==> config.mk <==
export PLATFORM = sky130hd
export DESIGN_NAME = tick_time_counter
export DESIGN_NICKNAME = d
export VERILOG_FILES = /design/src/rtl/tcnt_pkg.sv /design/src/rtl/tcnt_rate_accum.sv /design/src/rtl/tcnt_time_core.sv /design/src/rtl/tcnt_target_cmp.sv /design/src/rtl/tcnt_regbank.sv /design/src/rtl/tick_time_counter.sv
export SDC_FILE = /design/constraint.sdc
export NUM_CORES = 1
export LEC_CHECK = 0
export ABC_AREA = 0
export BUFFER_PORTS_ARGS = -buffer_cell sky130_fd_sc_hd__buf_4
export CORE_MARGIN = 4
export CORE_UTILIZATION = 53
export DETAILED_ROUTE_END_ITERATION = 6
export PLACE_DENSITY_LB_ADDON = 0.05
export SKIP_LAST_GASP = 1
export SYNTH_ARGS = -nofsm -noshare
export SYNTH_HDL_FRONTEND = slang
export SYNTH_SLANG_ARGS = --single-unit
==> constraint.sdc <==
create_clock -name clk -period 2.6 [get_ports clk]
set_clock_uncertainty 0.05 [all_clocks]
set_input_delay 0.39 -clock clk [delete_from_list [all_inputs] [get_ports clk]]
set_output_delay 0.39 -clock clk [all_outputs]
set_load 0.02 [all_outputs]
==> src/rtl/tcnt_pkg.sv <==
// Shared register addresses and field positions for the time counter.
package tcnt_pkg;
    localparam int REG_AW        = 4;
    localparam int CTRL_SRST_BIT = 0;
    localparam int EVT_PEND_BIT  = 1;

    typedef enum logic [REG_AW-1:0] {
        RA_CTRL     = 4'd0,
        RA_EVENT    = 4'd1,
        RA_ADDEND   = 4'd2,
        RA_ACCUM    = 4'd3,
        RA_TIME_LO  = 4'd4,
        RA_TIME_HI  = 4'd5,
        RA_TGT_LO   = 4'd6,
        RA_TGT_HI   = 4'd7,
        RA_WIDE_EN  = 4'd8,
        RA_WIDE_VAL = 4'd9
    } reg_addr_e;
endpackage

==> src/rtl/tcnt_rate_accum.sv <==
// Fractional rate accumulator.
// What it does: adds the addend into an ACC_W-bit accumulator every clock and
//   flags a tick whenever that sum carries out of the top bit.
// Assumes: clr (soft reset) and ld (bus write) are single-domain synchronous
//   controls; a load replaces the addition in its cycle and yields no tick.
module tcnt_rate_accum #(
    parameter int ACC_W = 32
) (
    input  logic             clk,
    input  logic             rst_n,
    input  logic             clr,
    input  logic [ACC_W-1:0] addend,
    input  logic             ld,
    input  logic [ACC_W-1:0] ld_val,
    output logic [ACC_W-1:0] acc,
    output logic             tick
);
    logic [ACC_W:0]   sum;
    logic [ACC_W-1:0] acc_q;

    // Purpose: form the widened sum so its top bit is the carry.
    always_comb begin
        sum  = {1'b0, acc_q} + {1'b0, addend};
        tick = sum[ACC_W] & ~ld & ~clr;
    end

    // Purpose: step, load or clear the accumulator.
    always_ff @(posedge clk) begin
        if (!rst_n || clr) acc_q <= '0;
        else if (ld)       acc_q <= ld_val;
        else               acc_q <= sum[ACC_W-1:0];
    end

    assign acc = acc_q;

    // a bus load replaces the addition
    a_r11_acc_load: assert property (@(posedge clk) disable iff (!rst_n)
        (ld && !clr) |=> (acc_q == $past(ld_val)));
    // a zero addend freezes the accumulator
    a_r2_zero_addend_frozen: assert property (@(posedge clk) disable iff (!rst_n)
        (!ld && !clr && addend == '0) |=> $stable(acc_q));
    // no tick can come from a zero addend
    a_r2_tick_needs_addend: assert property (@(posedge clk) disable iff (!rst_n)
        tick |-> (addend != '0));
endmodule

==> src/rtl/tcnt_time_core.sv <==
// Time count register.
// What it does: holds the TIME_W-bit count, adds one per tick, loads a full
//   value on request (load beats tick), and in narrow mode confines counting
//   to the low NARROW_W bits.
// Assumes: tick and ld are one-cycle pulses from the same clock domain.
module tcnt_time_core #(
    parameter int TIME_W   = 64,
    parameter int NARROW_W = 32
) (
    input  logic              clk,
    input  logic              rst_n,
    input  logic              clr,
    input  logic              tick,
    input  logic              wide,
    input  logic              ld,
    input  logic [TIME_W-1:0] ld_val,
    output logic [TIME_W-1:0] cnt
);
    logic [TIME_W-1:0] cnt_q;
    logic [TIME_W-1:0] cnt_inc;

    // Purpose: pick the incremented value for the configured width variant.
    generate
        if (NARROW_W < TIME_W) begin : g_split
            always_comb begin
                if (wide) cnt_inc = cnt_q + TIME_W'(1);
                else      cnt_inc = {cnt_q[TIME_W-1:NARROW_W],
                                     cnt_q[NARROW_W-1:0] + NARROW_W'(1)};
            end
            // narrow mode never carries into the upper part
            a_r7_narrow_upper_frozen: assert property (@(posedge clk) disable iff (!rst_n)
                (!ld && !clr && !wide) |=> (cnt_q[TIME_W-1:NARROW_W] == $past(cnt_q[TIME_W-1:NARROW_W])));
        end else begin : g_flat
            always_comb cnt_inc = cnt_q + TIME_W'(1);
        end
    endgenerate

    // Purpose: clear, load or advance the count.
    always_ff @(posedge clk) begin
        if (!rst_n || clr) cnt_q <= '0;
        else if (ld)       cnt_q <= ld_val;
        else if (tick)     cnt_q <= cnt_inc;
    end

    assign cnt = cnt_q;

    // a load lands exactly, with no increment on top
    a_r6_load_wins: assert property (@(posedge clk) disable iff (!rst_n)
        (ld && !clr) |=> (cnt_q == $past(ld_val)));
    // without a carry or load the count holds
    a_r2_hold_without_tick: assert property (@(posedge clk) disable iff (!rst_n)
        (!ld && !tick && !clr) |=> $stable(cnt_q));
    // soft reset zeroes the count
    a_r10_clear_zeroes: assert property (@(posedge clk) disable iff (!rst_n)
        clr |=> (cnt_q == '0));
endmodule

==> src/rtl/tcnt_target_cmp.sv <==
// Target comparator.
// What it does: compares the live count with the target and keeps a sticky
//   pending flag that is set on equality and cleared by an acknowledge.
// Assumes: set has priority over acknowledge in the same cycle.
module tcnt_target_cmp #(
    parameter int TIME_W = 64
) (
    input  logic              clk,
    input  logic              rst_n,
    input  logic              clr,
    input  logic [TIME_W-1:0] cnt,
    input  logic [TIME_W-1:0] target,
    input  logic              ack,
    output logic              pend
);
    logic hit;
    logic pend_q;

    // Purpose: detect that the count has reached the target.
    always_comb hit = (cnt == target);

    // Purpose: hold the pending flag until acknowledged.
    always_ff @(posedge clk) begin
        if (!rst_n || clr) pend_q <= 1'b0;
        else if (hit)      pend_q <= 1'b1;
        else if (ack)      pend_q <= 1'b0;
    end

    assign pend = pend_q;

    // a match always raises the flag on the next clock
    a_r8_match_sets: assert property (@(posedge clk) disable iff (!rst_n)
        (hit && !clr) |=> pend_q);
    // the flag only falls through an acknowledge or a reset
    a_r9_fall_needs_ack: assert property (@(posedge clk) disable iff (!rst_n)
        $fell(pend_q) |-> $past(ack || clr || !rst_n));
endmodule

==> src/rtl/tcnt_regbank.sv <==
// Register bank for the time counter.
// What it does: decodes the word-addressed bus, holds addend, target,
//   control and width-mode state, stages the low halves of 64-bit writes,
//   keeps the high-half read shadow and registers the read data.
// Assumes: TIME_W is twice DATA_W and ACC_W is no wider than DATA_W; the
//   control register is cleared only by the reset input.
module tcnt_regbank
    import tcnt_pkg::*;
#(
    parameter int              DATA_W     = 32,
    parameter int              TIME_W     = 64,
    parameter int              ACC_W      = 32,
    parameter logic [ACC_W-1:0] DEF_ADDEND = 32'hA000_0000
) (
    input  logic              clk,
    input  logic              rst_n,
    input  logic              bus_wr,
    input  logic              bus_rd,
    input  logic [REG_AW-1:0] bus_addr,
    input  logic [DATA_W-1:0] bus_wdata,
    output logic [DATA_W-1:0] bus_rdata,
    input  logic [TIME_W-1:0] cnt,
    input  logic [ACC_W-1:0]  acc,
    input  logic              pend,
    output logic              srst,
    output logic [ACC_W-1:0]  addend,
    output logic              acc_ld,
    output logic [ACC_W-1:0]  acc_ld_val,
    output logic              time_ld,
    output logic [TIME_W-1:0] time_ld_val,
    output logic [TIME_W-1:0] target,
    output logic              wide,
    output logic              evt_ack
);
    localparam int HI_W = TIME_W - DATA_W;

    logic              ctrl_q;
    logic              blk_rst;
    logic              wr_ok;
    logic [ACC_W-1:0]  addend_q;
    logic [DATA_W-1:0] time_stage_q;
    logic [DATA_W-1:0] tgt_stage_q;
    logic [TIME_W-1:0] target_q;
    logic              wide_en_q;
    logic              wide_q;
    logic [HI_W-1:0]   shadow_q;
    logic [DATA_W-1:0] rdata_q;
    logic [DATA_W-1:0] rd_word;

    // Purpose: gate writes and derive the block-wide reset.
    always_comb begin
        blk_rst = !rst_n || ctrl_q;
        wr_ok   = bus_wr && !ctrl_q;
    end

    // Purpose: control register; only the reset input clears it.
    always_ff @(posedge clk) begin
        if (!rst_n) ctrl_q <= 1'b0;
        else if (bus_wr && bus_addr == RA_CTRL) ctrl_q <= bus_wdata[CTRL_SRST_BIT];
    end

    // Purpose: addend, staging, target and width-mode registers.
    always_ff @(posedge clk) begin
        if (blk_rst) begin
            addend_q     <= DEF_ADDEND;
            time_stage_q <= '0;
            tgt_stage_q  <= '0;
            target_q     <= '1;
            wide_en_q    <= 1'b0;
            wide_q       <= 1'b0;
        end else if (wr_ok) begin
            case (bus_addr)
                RA_ADDEND:   addend_q     <= bus_wdata[ACC_W-1:0];
                RA_TIME_LO:  time_stage_q <= bus_wdata;
                RA_TGT_LO:   tgt_stage_q  <= bus_wdata;
                RA_TGT_HI:   target_q     <= {bus_wdata[HI_W-1:0], tgt_stage_q};
                RA_WIDE_EN:  wide_en_q    <= bus_wdata[0];
                RA_WIDE_VAL: wide_q       <= wide_en_q && (bus_wdata == '1);
                default: ;
            endcase
        end
    end

    // Purpose: single-cycle load and acknowledge pulses to the datapath.
    always_comb begin
        acc_ld      = wr_ok && (bus_addr == RA_ACCUM);
        acc_ld_val  = bus_wdata[ACC_W-1:0];
        time_ld     = wr_ok && (bus_addr == RA_TIME_HI);
        time_ld_val = {bus_wdata[HI_W-1:0], time_stage_q};
        evt_ack     = wr_ok && (bus_addr == RA_EVENT) && bus_wdata[EVT_PEND_BIT];
    end

    // Purpose: read multiplexer over all mapped words.
    always_comb begin
        rd_word = '0;
        case (bus_addr)
            RA_CTRL:     rd_word[CTRL_SRST_BIT] = ctrl_q;
            RA_EVENT:    rd_word[EVT_PEND_BIT]  = pend;
            RA_ADDEND:   rd_word = DATA_W'(addend_q);
            RA_ACCUM:    rd_word = DATA_W'(acc);
            RA_TIME_LO:  rd_word = cnt[DATA_W-1:0];
            RA_TIME_HI:  rd_word = DATA_W'(shadow_q);
            RA_TGT_LO:   rd_word = target_q[DATA_W-1:0];
            RA_TGT_HI:   rd_word = DATA_W'(target_q[TIME_W-1:DATA_W]);
            RA_WIDE_EN:  rd_word[0] = wide_en_q;
            RA_WIDE_VAL: rd_word = {DATA_W{wide_q}};
            default:     rd_word = '0;
        endcase
    end

    // Purpose: capture the high half when the low time word is read.
    always_ff @(posedge clk) begin
        if (blk_rst) shadow_q <= '0;
        else if (bus_rd && bus_addr == RA_TIME_LO) shadow_q <= cnt[TIME_W-1:DATA_W];
    end

    // Purpose: register read data; it holds between reads.
    always_ff @(posedge clk) begin
        if (!rst_n)      rdata_q <= '0;
        else if (bus_rd) rdata_q <= rd_word;
    end

    assign srst      = ctrl_q;
    assign addend    = addend_q;
    assign target    = target_q;
    assign wide      = wide_q;
    assign bus_rdata = rdata_q;

    // an accepted addend write is stored as written
    a_r11_addend_write: assert property (@(posedge clk) disable iff (!rst_n)
        (bus_wr && bus_addr == RA_ADDEND && !ctrl_q) |=> (addend_q == $past(bus_wdata[ACC_W-1:0])));
    // soft reset restores the default addend
    a_r10_srst_addend: assert property (@(posedge clk) disable iff (!rst_n)
        ctrl_q |=> (addend_q == DEF_ADDEND));
    // a low-word read snapshots the high half of the count
    a_r4_shadow_capture: assert property (@(posedge clk) disable iff (!rst_n)
        (bus_rd && bus_addr == RA_TIME_LO && !ctrl_q) |=> (shadow_q == $past(cnt[TIME_W-1:DATA_W])));
    // read data holds while no read is issued
    a_r12_rdata_hold: assert property (@(posedge clk) disable iff (!rst_n)
        !bus_rd |=> $stable(rdata_q));
endmodule

==> src/rtl/tick_time_counter.sv <==
// Addend-rate precision time counter (top).
// What it does: ties the register bank, the fractional rate accumulator,
//   the time count and the target comparator together and exposes the live
//   count, its nanosecond form and the pending flag.
// Assumes: one clock domain; NS_SHIFT converts counts to nanoseconds.
module tick_time_counter #(
    parameter int              DATA_W     = 32,
    parameter int              TIME_W     = 64,
    parameter int              ACC_W      = 32,
    parameter int              NARROW_W   = 32,
    parameter int              NS_SHIFT   = 5,
    parameter logic [ACC_W-1:0] DEF_ADDEND = 32'hA000_0000
) (
    input  logic              clk,
    input  logic              rst_n,
    input  logic              bus_wr,
    input  logic              bus_rd,
    input  logic [3:0]        bus_addr,
    input  logic [DATA_W-1:0] bus_wdata,
    output logic [DATA_W-1:0] bus_rdata,
    output logic [TIME_W-1:0] time_now,
    output logic [TIME_W-1:0] time_ns,
    output logic              target_pend
);
    logic              srst;
    logic [ACC_W-1:0]  addend;
    logic              acc_ld;
    logic [ACC_W-1:0]  acc_ld_val;
    logic [ACC_W-1:0]  acc;
    logic              tick;
    logic              time_ld;
    logic [TIME_W-1:0] time_ld_val;
    logic [TIME_W-1:0] target;
    logic              wide;
    logic              evt_ack;
    logic              pend;
    logic [TIME_W-1:0] cnt;

    tcnt_regbank #(
        .DATA_W(DATA_W), .TIME_W(TIME_W), .ACC_W(ACC_W), .DEF_ADDEND(DEF_ADDEND)
    ) u_regs (
        .clk(clk), .rst_n(rst_n),
        .bus_wr(bus_wr), .bus_rd(bus_rd), .bus_addr(bus_addr),
        .bus_wdata(bus_wdata), .bus_rdata(bus_rdata),
        .cnt(cnt), .acc(acc), .pend(pend),
        .srst(srst), .addend(addend),
        .acc_ld(acc_ld), .acc_ld_val(acc_ld_val),
        .time_ld(time_ld), .time_ld_val(time_ld_val),
        .target(target), .wide(wide), .evt_ack(evt_ack)
    );

    tcnt_rate_accum #(.ACC_W(ACC_W)) u_accum (
        .clk(clk), .rst_n(rst_n), .clr(srst),
        .addend(addend), .ld(acc_ld), .ld_val(acc_ld_val),
        .acc(acc), .tick(tick)
    );

    tcnt_time_core #(.TIME_W(TIME_W), .NARROW_W(NARROW_W)) u_time (
        .clk(clk), .rst_n(rst_n), .clr(srst),
        .tick(tick), .wide(wide),
        .ld(time_ld), .ld_val(time_ld_val), .cnt(cnt)
    );

    tcnt_target_cmp #(.TIME_W(TIME_W)) u_cmp (
        .clk(clk), .rst_n(rst_n), .clr(srst),
        .cnt(cnt), .target(target), .ack(evt_ack), .pend(pend)
    );

    // Purpose: present the count in counts and in nanoseconds.
    always_comb begin
        time_now    = cnt;
        time_ns     = cnt << NS_SHIFT;
        target_pend = pend;
    end
endmodule

==> impl_metrics.json, run 1 <==
{
  "seqPwrFrac": 0.411,
  "hold_violations": 0,
  "power_w": 0.0125,
  "combPwrFrac": 0.105,
  "fp.dieH_um": 187,
  "drtAntennaViolNets": 0,
  "hold_class": "in2reg",
  "wl_met3_mm": 9.72,
  "irDropWorstVdd_mv": 0.448,
  "cp_max_fo": 14,
  "grtUsageTotal": 0.408,
  "layout.cells.non_filler": 2907,
  "cp_top_family": "compound AO/OA/AOI/OAI gates",
  "drive_gt1_frac": 0.283,
  "hold_ws_ns": 0.135,
  "swShare": 0.257,
  "hpwl_mm": 52.9,
  "synth_area_um2": 17000,
  "p_switching_w": 0.00321,
  "worstPathArrival_ns": 3.15,
  "startpoint_type": "register",
  "grt.overflow.total": 0,
  "maxUsedRoutingLayer": "met4",
  "p_leak_nw": 9.21,
  "maxCapViolCount": 0,
  "cts_buffers": 39,
  "critPathKind": "reg2reg",
  "crit_chain": "ha_4 -> inv_2 -> fa_2 -> nor2b_2 -> o31a_1 -> a31oi_4 -> a31oi_4 -> buf_12 -> a22oi_2 -> buf_12 -> nor4_4 -> xnor2_1 -> a21oi_2",
  "drc_errors": 4,
  "ys.flop_type": "dfxtp_1",
  "fin_nets": 2548,
  "cellPowerDensity_nw_per_um2": 552,
  "wl_per_cell_um": 25.8,
  "slew_headroom": 0.353,
  "yosysSeqAreaShare": 0.382,
  "first_pass_iters": 7,
  "dieWidth_um": 187,
  "wl_met1_mm": 29.3,
  "port_buffers": 195,
  "wl_mm": 75.1,
  "synthCells": 2161,
  "synth_seq_cells": 324,
  "viasPerCell": 6.45,
  "vias": 18800,
  "pwr-share-clk": 0.484,
  "status": "finished, violations left",
  "rows": 65,
  "path_clk_slew_ns": 0.06,
  "finalSetupViolCount": 55,
  "die-area_um2": 35000,
  "areaGrowthSynthToFinish_pct": 33.4,
  "cts_tree": "done",
  "path_buf_inv": 3,
  "synth-edff-count": 0,
  "final_common_cell": "nand2_1",
  "avgSynthCellArea_um2": 7.85,
  "power.internal_w": 0.00929,
  "violations": "DRC, setup timing",
  "nFillCells": 2467,
  "io-pin-count": 201,
  "core_region_area_um2": 31600,
  "postLayoutCoreUtil": 0.718,
  "place_congestion": 0.996,
  "start_util": 0.538,
  "critPathCaptureType": "register",
  "max_freq_ghz": 0.359,
  "cp.required_ns": 2.96,
  "cts.htree.levels": 2,
  "grt_antenna_before_repair": 1,
  "synth.distinct_cells": 85,
  "critPathMaxStageDelay_ns": 0.35,
  "root_buffer": "clkbuf_16",
  "tightest_slew_ns": 0.968,
  "worstSkewPairLatency_ns": 0.54,
  "slowest_stage": "dfxtp_2",
  "ys_async_sr_fraction": 0,
  "met2RoutedLength_mm": 31.9,
  "ys_warn_count": 0,
  "rsz0062_at_grt": "yes",
  "min_period_ns": 2.79,
  "period_share": 1.07,
  "grt_pass1_wl_mm": 111,
  "clockBufferDepth": 3,
  "ctsHoldBuffers": 0,
  "grt_max_degree": 65,
  "first_iter_violations": 2719,
  "grt_pass1_vias": 17800,
  "dp_cells": 2824,
  "clkSinkCount": 324,
  "final_cell_mix": "478 x nand2_1, 461 x buf_4, 311 x dfxtp_1",
  "fin_ws_ns": -0.189,
  "drv_slew": 0
}
flip-flops by register name (all words and copies together) (netlist names):
name                 flops
u_regs.time_stage_q     32
u_regs.srst              1
u_regs.shadow_q         32
u_time.cnt              64
u_regs.bus_rdata        32
u_regs.addend           32
u_cmp.pend               1
u_regs.wide              1
u_regs.tgt_stage_q      32
u_accum.acc             32
u_regs.target           64
u_regs.wide_en_q         1
worst register-to-register path, delay by kind of cell (launching register included):
kind	cells	cell delay [ns]
DFF	1	0.35
buffers and inverters	3	0.37
xor gates and xnor gates	1	0.19
and+or+nand+nor	2	0.45
AOI/OAI and AO/OA	5	0.77
adders and majority gates	2	0.48
final cells by class:
type / instances / area, um^2 / share of cell area
well taps: 402 / 503 / 0.0222
clock buffers: 52 / 1130 / 0.0498
flip-flops and latches: 324 / 6500 / 0.287
diodes: 1 / 2.50 / 0.000111
repair buffers: 493 / 3980 / 0.176
multi-input cells: 1599 / 10200 / 0.449
inverters: 17 / 63.8 / 0.00282
clock inverters: 19 / 293 / 0.0129
cell usage after synthesis (17+ instances only):
library cell / number / area [um^2]
nor4_1: 21 / 131
a22oi_1: 61 / 458
nor2b_1: 37 / 231
buf_4: 65 / 488
xor2_1: 59 / 517
nand4_1: 34 / 213
a221oi_1: 32 / 280
ha_1: 33 / 413
nand3_1: 105 / 526
nand2_1: 482 / 1810
o21ai_0: 80 / 400
dfxtp_1: 324 / 6490
nor2_1: 59 / 221
o21a_1: 33 / 248
a31oi_1: 46 / 288
clkbuf_1: 138 / 518
xnor2_1: 75 / 657
nor3_1: 23 / 115
inv_1: 17 / 63.8
a21oi_1: 224 / 1120
cell families (layout without fill, tap and decap cells):
family,count (synthesis),after routing,synth area share
and+or+nand+nor,850,850,0.239
AOI/OAI and AO/OA,570,570,0.211
DFF,324,324,0.382
buffers and inverters,242,581,0.0700
xor gates and xnor gates,134,134,0.0691
adders and majority gates,34,34,0.0255
muxes,6,6,0.00361
other,1,6,0.000221
timing repair:
| item | in CTS | in global routing |
|---|---|---|
| resized for setup | 85 | 73 |
| pin swaps | 39 | 45 |
| setup endpoints to repair | 74 | 80 |
| buffers inserted | 5 | 5 |
| gates cloned | 1 | 0 |
per-layer routing:
layer	vias to the layer above	GRT usage
met4	0	0.191
li1	8174	-
met5	-	0
met3	274	0.102
met1	8924	0.551
met2	1382	0.618
metrics by stage:
step / worst slack [ns] / setup TNS [ns] / cell area (um^2)
final: -0.189 / -4.90 / 22600
after global routing: -0.261 / -10.78 / 22600
after CTS: -0.114 / -2.31 / 22200
after detailed placement: -0.293 / -8.01 / 20300
after global placement: -0.228 / -5.38 / 20300
after floorplan: 0.00493 / 0 / 17000
power by group through the flow:
stage / Sequential (W) / Clock, W / Combinational [W]
2_1_floorplan: 0.00528 / 0 / 0.000556
3_3_place_gp: 0.00524 / 0 / 0.00120
3_5_place_dp: 0.00524 / 0 / 0.00121
4_1_cts: 0.00514 / 0.00603 / 0.00124
5_1_grt: 0.00515 / 0.00626 / 0.00136
6_report: 0.00514 / 0.00605 / 0.00131
final timing paths:
check	from	end	slack, ns	cells after the start
worst min register to register	u_regs.time_stage_q[9]	u_regs.time_stage_q[9]	0.40	2
worst min-delay path	bus_wr	u_regs.srst	0.14	3
worst max register to register	u_accum.acc[0]	u_time.cnt[25]	-0.19	13
worst max-delay path	u_accum.acc[0]	u_time.cnt[25]	-0.19	13
No activity file was read; power rests on OpenSTA's default activity.
==> run 2, diff against run 1 <==
--- a/config.mk
+++ b/config.mk
@@ -11,6 +11,8 @@
 export CORE_UTILIZATION = 53
 export DETAILED_ROUTE_END_ITERATION = 6
 export PLACE_DENSITY_LB_ADDON = 0.05
+export REMOVE_ABC_BUFFERS = 1
+export SETUP_SLACK_MARGIN = 0.3
 export SKIP_LAST_GASP = 1
 export SYNTH_ARGS = -nofsm -noshare
 export SYNTH_HDL_FRONTEND = slang
==> run 2 against run 1 <==
Count of clock-buffer cells in the layout grew 8. Largest cell class unchanged. Cell count is essentially flat. The run ends with setup timing left. Final area grew 0.45%. Sequential share of layout area shrank 0.17 points. Critical endpoint is now u_time.cnt[34]. Register-to-register slack lost 0.12 ns.
==> impl_metrics.json, run 2 (same netlist as run 1, synthesis figures left out) <==
{
  "startpoint_type": "register",
  "r2r_end": "u_time.cnt[34]",
  "hold_violations": 0,
  "use_met3": 0.0651,
  "max_freq_ghz": 0.344,
  "status": "finished, violations left",
  "drc_errors": 0,
  "tightest_slew_ns": 1.22,
  "grtUsageTotal": 0.384,
  "path_clk_slew_ns": 0.06,
  "crit_chain": "ha_4 -> inv_2 -> fa_2 -> nor2b_2 -> o31a_1 -> a31oi_4 -> a31oi_4 -> a22oi_2 -> buf_12 -> or4b_4 -> xor2_1 -> a21oi_1",
  "dp_cells": 2807,
  "cts_tree": "done",
  "crit_end": "u_time.cnt[34]",
  "maxCapViolCount": 0,
  "dieWidth_um": 187,
  "core_region_area_um2": 31600,
  "hold_class": "in2reg",
  "worstSkewPairLatency_ns": 0.53,
  "finalSetupTns_ns": -10.50,
  "critical_path.startpoint": "u_regs.addend[0]",
  "worstPathArrival_ns": 3.28,
  "final_cell_mix": "478 x nand2_1, 450 x buf_4, 318 x dfxtp_1",
  "start_util": 0.538,
  "grt_busiest_layer": "met2",
  "nFillCells": 2535,
  "cp_top_family": "compound AO/OA/AOI/OAI gates",
  "finalSetupViolCount": 70,
  "grt.overflow.total": 0,
  "critPathCaptureType": "register",
  "cp_common_cell": "a31oi_4",
  "grt_pass1_wl_mm": 106,
  "final_common_cell": "nand2_1",
  "hold_ws_ns": 0.121,
  "cp.required_ns": 2.97,
  "cts.htree.levels": 2,
  "wl_mm": 71.1,
  "multi_input_area_um2": 10300,
  "hpwl_mm": 49.4,
  "clkSinkCount": 324,
  "areaGrowthSynthToFinish_pct": 34.0,
  "place_congestion": 0.951,
  "fin_nets": 2550,
  "place_ws_ns": -0.388,
  "rows": 65,
  "die-area_um2": 35000,
  "port_buffers": 195,
  "critPathMaxStageDelay_ns": 0.48,
  "period_share": 1.12,
  "violations": "setup timing",
  "grt_antenna_before_repair": 0,
  "root_buffer": "clkbuf_16",
  "first_pass_iters": 6,
  "drive_gt1_frac": 0.285,
  "grt_pass1_vias": 17400,
  "critPathKind": "reg2reg",
  "drtAntennaViolNets": 0,
  "ff2ff_path_depth": 12,
  "slowest_stage": "or4b_4",
  "rrSetupSlack_ns": -0.31,
  "p_leak_nw": 9.35,
  "grt_max_degree": 77,
  "cellPowerDensity_nw_per_um2": 530,
  "clockBufferDepth": 3,
  "crit_cells": 12,
  "cp_max_fo": 4,
  "viasPerCell": 6.27,
  "fin_ws_ns": -0.306,
  "slew_headroom": 0.187,
  "first_iter_violations": 2235,
  "wl_per_cell_um": 24.5,
  "path_buf_inv": 2,
  "min_period_ns": 2.91,
  "cts_buffers": 39,
  "seqCellArea_um2": 6490,
  "io-pin-count": 201,
  "use_met2": 0.613,
  "fp.dieH_um": 187,
  "antenna_cells": 0,
  "ctsHoldBuffers": 0,
  "met1_usage": 0.491,
  "postLayoutCoreUtil": 0.721,
  "drv_slew": 0,
  "irDropWorstVdd_mv": 0.524,
  "regToRegStartpoint": "u_regs.addend[0]",
  "vias": 18200,
  "rsz0062_at_grt": "yes",
  "layout.cells.non_filler": 2906
}
run 2: power by group:
| group | switching (W) | internal [W] | total [W] |
|---|---|---|---|
| Sequential | 0.0000782 | 0.00506 | 0.00514 |
| Clock | 0.00222 | 0.00342 | 0.00563 |
| Combinational | 0.000814 | 0.000476 | 0.00129 |
| Total | 0.00311 | 0.00895 | 0.0121 |
run 2: routing by layer:
| layer | vias to the layer above | share of wire |
|---|---|---|
| li1 | 8186 | - |
| met1 | 8702 | 0.38 |
| met2 | 1079 | 0.45 |
| met3 | 253 | 0.092 |
| met4 | 0 | 0.071 |
| met5 | - | 0 |
run 2: per-stage QoR:
step / instance area, um^2 / total power (W)
after floorplan: 15900 / 0.00575
after global placement: 20100 / 0.00639
after detailed placement: 20100 / 0.00641
after CTS: 22100 / 0.0120
after global routing: 22700 / 0.0124
final: 22700 / 0.0121
run 2: timing repair:
| action | CTS | global route |
|---|---|---|
| gates resized for setup | 101 | 102 |
| cloned | 2 | 0 |
| setup endpoints to repair | 87 | 86 |
| hold endpoints to repair | 0 | 0 |
| buffers inserted | 13 | 15 |
| pin swaps | 58 | 88 |
run 2: layout make-up:
class                           instances  share of cell area
Sequential cell                       324               0.285
Multi-Input combinational cell       1599               0.453
Timing Repair Buffer                  495               0.179
Tap cell                              402              0.0221
Inverter                               17             0.00281
Clock buffer                           60              0.0535
Clock inverter                          9             0.00495
run 2: worst min-delay path by stage:
stage / from / to / slack, ns / depth (start not counted)
after detailed placement: u_regs.time_stage_q[1] / u_regs.time_stage_q[1] / 0.39 / 2
after CTS: bus_wdata[21] / u_regs.time_stage_q[21] / 0.12 / 3
after global placement: u_regs.time_stage_q[21] / u_regs.time_stage_q[21] / 0.39 / 2
after floorplan: u_regs.time_stage_q[0] / u_regs.time_stage_q[0] / 0.38 / 2
final: bus_wdata[12] / u_regs.addend[12] / 0.12 / 3
after global routing: bus_wdata[12] / u_accum.acc[12] / 0.13 / 3
run 2: worst min-delay path, cell delays in order:
cell and delay (ns):
buf_4 0.15, nand2_1 0.06, a21oi_1 0.05
==> run 3, diff against run 2 <==
==> constraint.sdc (replaced) <==
create_clock -name clk -period 2.5 [get_ports clk]
set_clock_uncertainty 0.05 [all_clocks]
set_input_delay 0.375 -clock clk [delete_from_list [all_inputs] [get_ports clk]]
set_output_delay 0.375 -clock clk [all_outputs]
set_load 0.02 [all_outputs]
==> run 3 against run 2 <==
Global-route usage about the same. Sequential cell count is the same. Worst hold slack got worse by 0.015 ns. Largest cell class unchanged. Count of clock-buffer cells in the layout down 7. The flow still finishes with violations (setup timing).
==> impl_metrics.json, run 3 (same netlist as run 1, synthesis figures left out) <==
{
  "place_ws_ns": -0.509,
  "root_buffer": "clkbuf_16",
  "ctsHoldBuffers": 0,
  "seqPwrFrac": 0.432,
  "start_util": 0.538,
  "place_congestion": 0.997,
  "nFillCells": 2416,
  "max_freq_ghz": 0.340,
  "worstSkewPairLatency_ns": 0.54,
  "multi_input_area_um2": 10200,
  "antenna_cells": 0,
  "finalSetupViolCount": 78,
  "crit_chain": "ha_4 -> inv_2 -> fa_2 -> nor2b_4 -> o31a_1 -> a31oi_4 -> a31oi_4 -> buf_12 -> a22oi_2 -> buf_12 -> buf_16 -> o311ai_1 -> a31oi_1",
  "final_cell_mix": "480 x buf_4, 474 x nand2_1, 317 x dfxtp_1",
  "final_common_cell": "buf_4",
  "path_clk_slew_ns": 0.06,
  "power_w": 0.0124,
  "combPwrFrac": 0.109,
  "first_iter_violations": 2258,
  "cp_top_family": "compound AO/OA/AOI/OAI gates",
  "first_pass_iters": 6,
  "maxCapViolCount": 0,
  "core_region_area_um2": 31600,
  "fp.dieH_um": 187,
  "grt_pass1_wl_mm": 105,
  "critPathKind": "reg2reg",
  "hold_class": "in2reg",
  "areaGrowthSynthToFinish_pct": 35.1,
  "viasPerCell": 6.29,
  "grt_pass1_vias": 17600,
  "critPathMaxStageDelay_ns": 0.44,
  "period_share": 1.18,
  "slowest_stage": "o311ai_1",
  "worstPathArrival_ns": 3.28,
  "irDropWorstVdd_mv": 0.512,
  "cts_tree": "done",
  "status": "finished, violations left",
  "tightest_slew_ns": 0.942,
  "pwr-share-clk": 0.459,
  "cts_buffers": 39,
  "swShare": 0.260,
  "grt_max_degree": 77,
  "p_leak_nw": 9.37,
  "vias": 18500,
  "fin_nets": 2590,
  "seqCellArea_um2": 6490,
  "final_area_um2": 22900,
  "wl_per_cell_um": 24.3,
  "drv_slew": 0,
  "path_buf_inv": 4,
  "grt_antenna_before_repair": 1,
  "clockBufferDepth": 3,
  "startpoint_type": "register",
  "p_switching_w": 0.00322,
  "critPathCaptureType": "register",
  "rrSetupSlack_ns": -0.44,
  "dieWidth_um": 187,
  "drc_errors": 0,
  "slew_headroom": 0.370,
  "drtAntennaViolNets": 0,
  "violations": "setup timing",
  "io-pin-count": 201,
  "drive_gt1_frac": 0.294,
  "grt.overflow.total": 0,
  "cts.htree.levels": 2,
  "min_period_ns": 2.94,
  "grtUsageTotal": 0.384,
  "dpl_cell_area_um2": 20300,
  "die-area_um2": 35000,
  "fin_ws_ns": -0.438,
  "cellPowerDensity_nw_per_um2": 540,
  "hpwl_mm": 49.4,
  "clkSinkCount": 324,
  "hold_violations": 0,
  "rows": 65,
  "cp_max_fo": 6,
  "power.internal_w": 0.00917,
  "cp.required_ns": 2.84,
  "rsz0062_at_grt": "yes",
  "port_buffers": 195,
  "wl_mm": 71.6,
  "postLayoutCoreUtil": 0.727
}
[run 3: cell count changes in the layout (fill, tap and decap cells not counted), sizes merged]
| cell | change |
|---|---|
| buf | +40 |
| clkbuf | -7 |
| clkinv | +4 |
| clkinvlp | +2 |
| inv | -1 |
[run 3: stage by stage]
stage               setup TNS, ns  instances  hold WS, ns
finish                     -19.29       2944        0.106
global route               -24.99       2944        0.100
CTS                        -13.10       2918       0.0898
detailed placement         -22.09       2827        0.394
global placement           -16.02       2827        0.389
floorplan                 -590.06       1940        0.383
[run 3: power groups by stage]
stage          Combinational (W)  Clock (W)  Sequential [W]
3_3_place_gp             0.00122          0         0.00545
4_1_cts                  0.00128    0.00570         0.00534
5_1_grt                  0.00140    0.00594         0.00535
3_5_place_dp             0.00123          0         0.00545
6_report                 0.00135    0.00569         0.00534
2_1_floorplan           0.000455          0         0.00552
[run 3: repair_timing]
item                       in CTS  in global routing
hold endpoints to repair        0                  0
setup endpoints to repair      89                 91
gates resized for setup       133                 62
cloned                          1                  1
pin swaps                      84                 87
setup buffers                  23                 25
[run 3: path summary, 6_finish.rpt]
check | from | to | depth (start not counted)
min | bus_wdata[30] | u_regs.target[62] | 3
max reg2reg | u_accum.acc[0] | u_time.cnt[61] | 13
min reg2reg | u_regs.time_stage_q[4] | u_regs.time_stage_q[4] | 2
max | u_accum.acc[0] | u_time.cnt[61] | 13
[run 3: final cells by class]
cell class,instances,area share
clock buffers,53,0.0497
repair buffers,535,0.192
inverters,17,0.00278
clock inverters,14,0.00589
flip-flops and latches,324,0.283
multi-input cells,1599,0.445
well taps,402,0.0219
[run 3: layer usage]
layer  vias to the layer above  part of all wire  GRT usage  wire length (um)
met5                         -           0.00015          0                11
met1                      8767              0.38      0.485             27200
met2                      1230              0.44      0.602             31700
met3                       271              0.10     0.0741              7140
li1                       8247                 -          -                 -
met4                         2             0.078      0.252              5580
[run 3: worst reg2reg max path, stage by stage, from the launching register on]
cell	delay (ns)
dfxtp_2	0.35
ha_4	0.14
inv_2	0.04
fa_2	0.39
nor2b_4	0.14
o31a_1	0.20
a31oi_4	0.12
a31oi_4	0.17
buf_12	0.14
a22oi_2	0.15
buf_12	0.19
buf_16	0.14
o311ai_1	0.44
a31oi_1	0.15
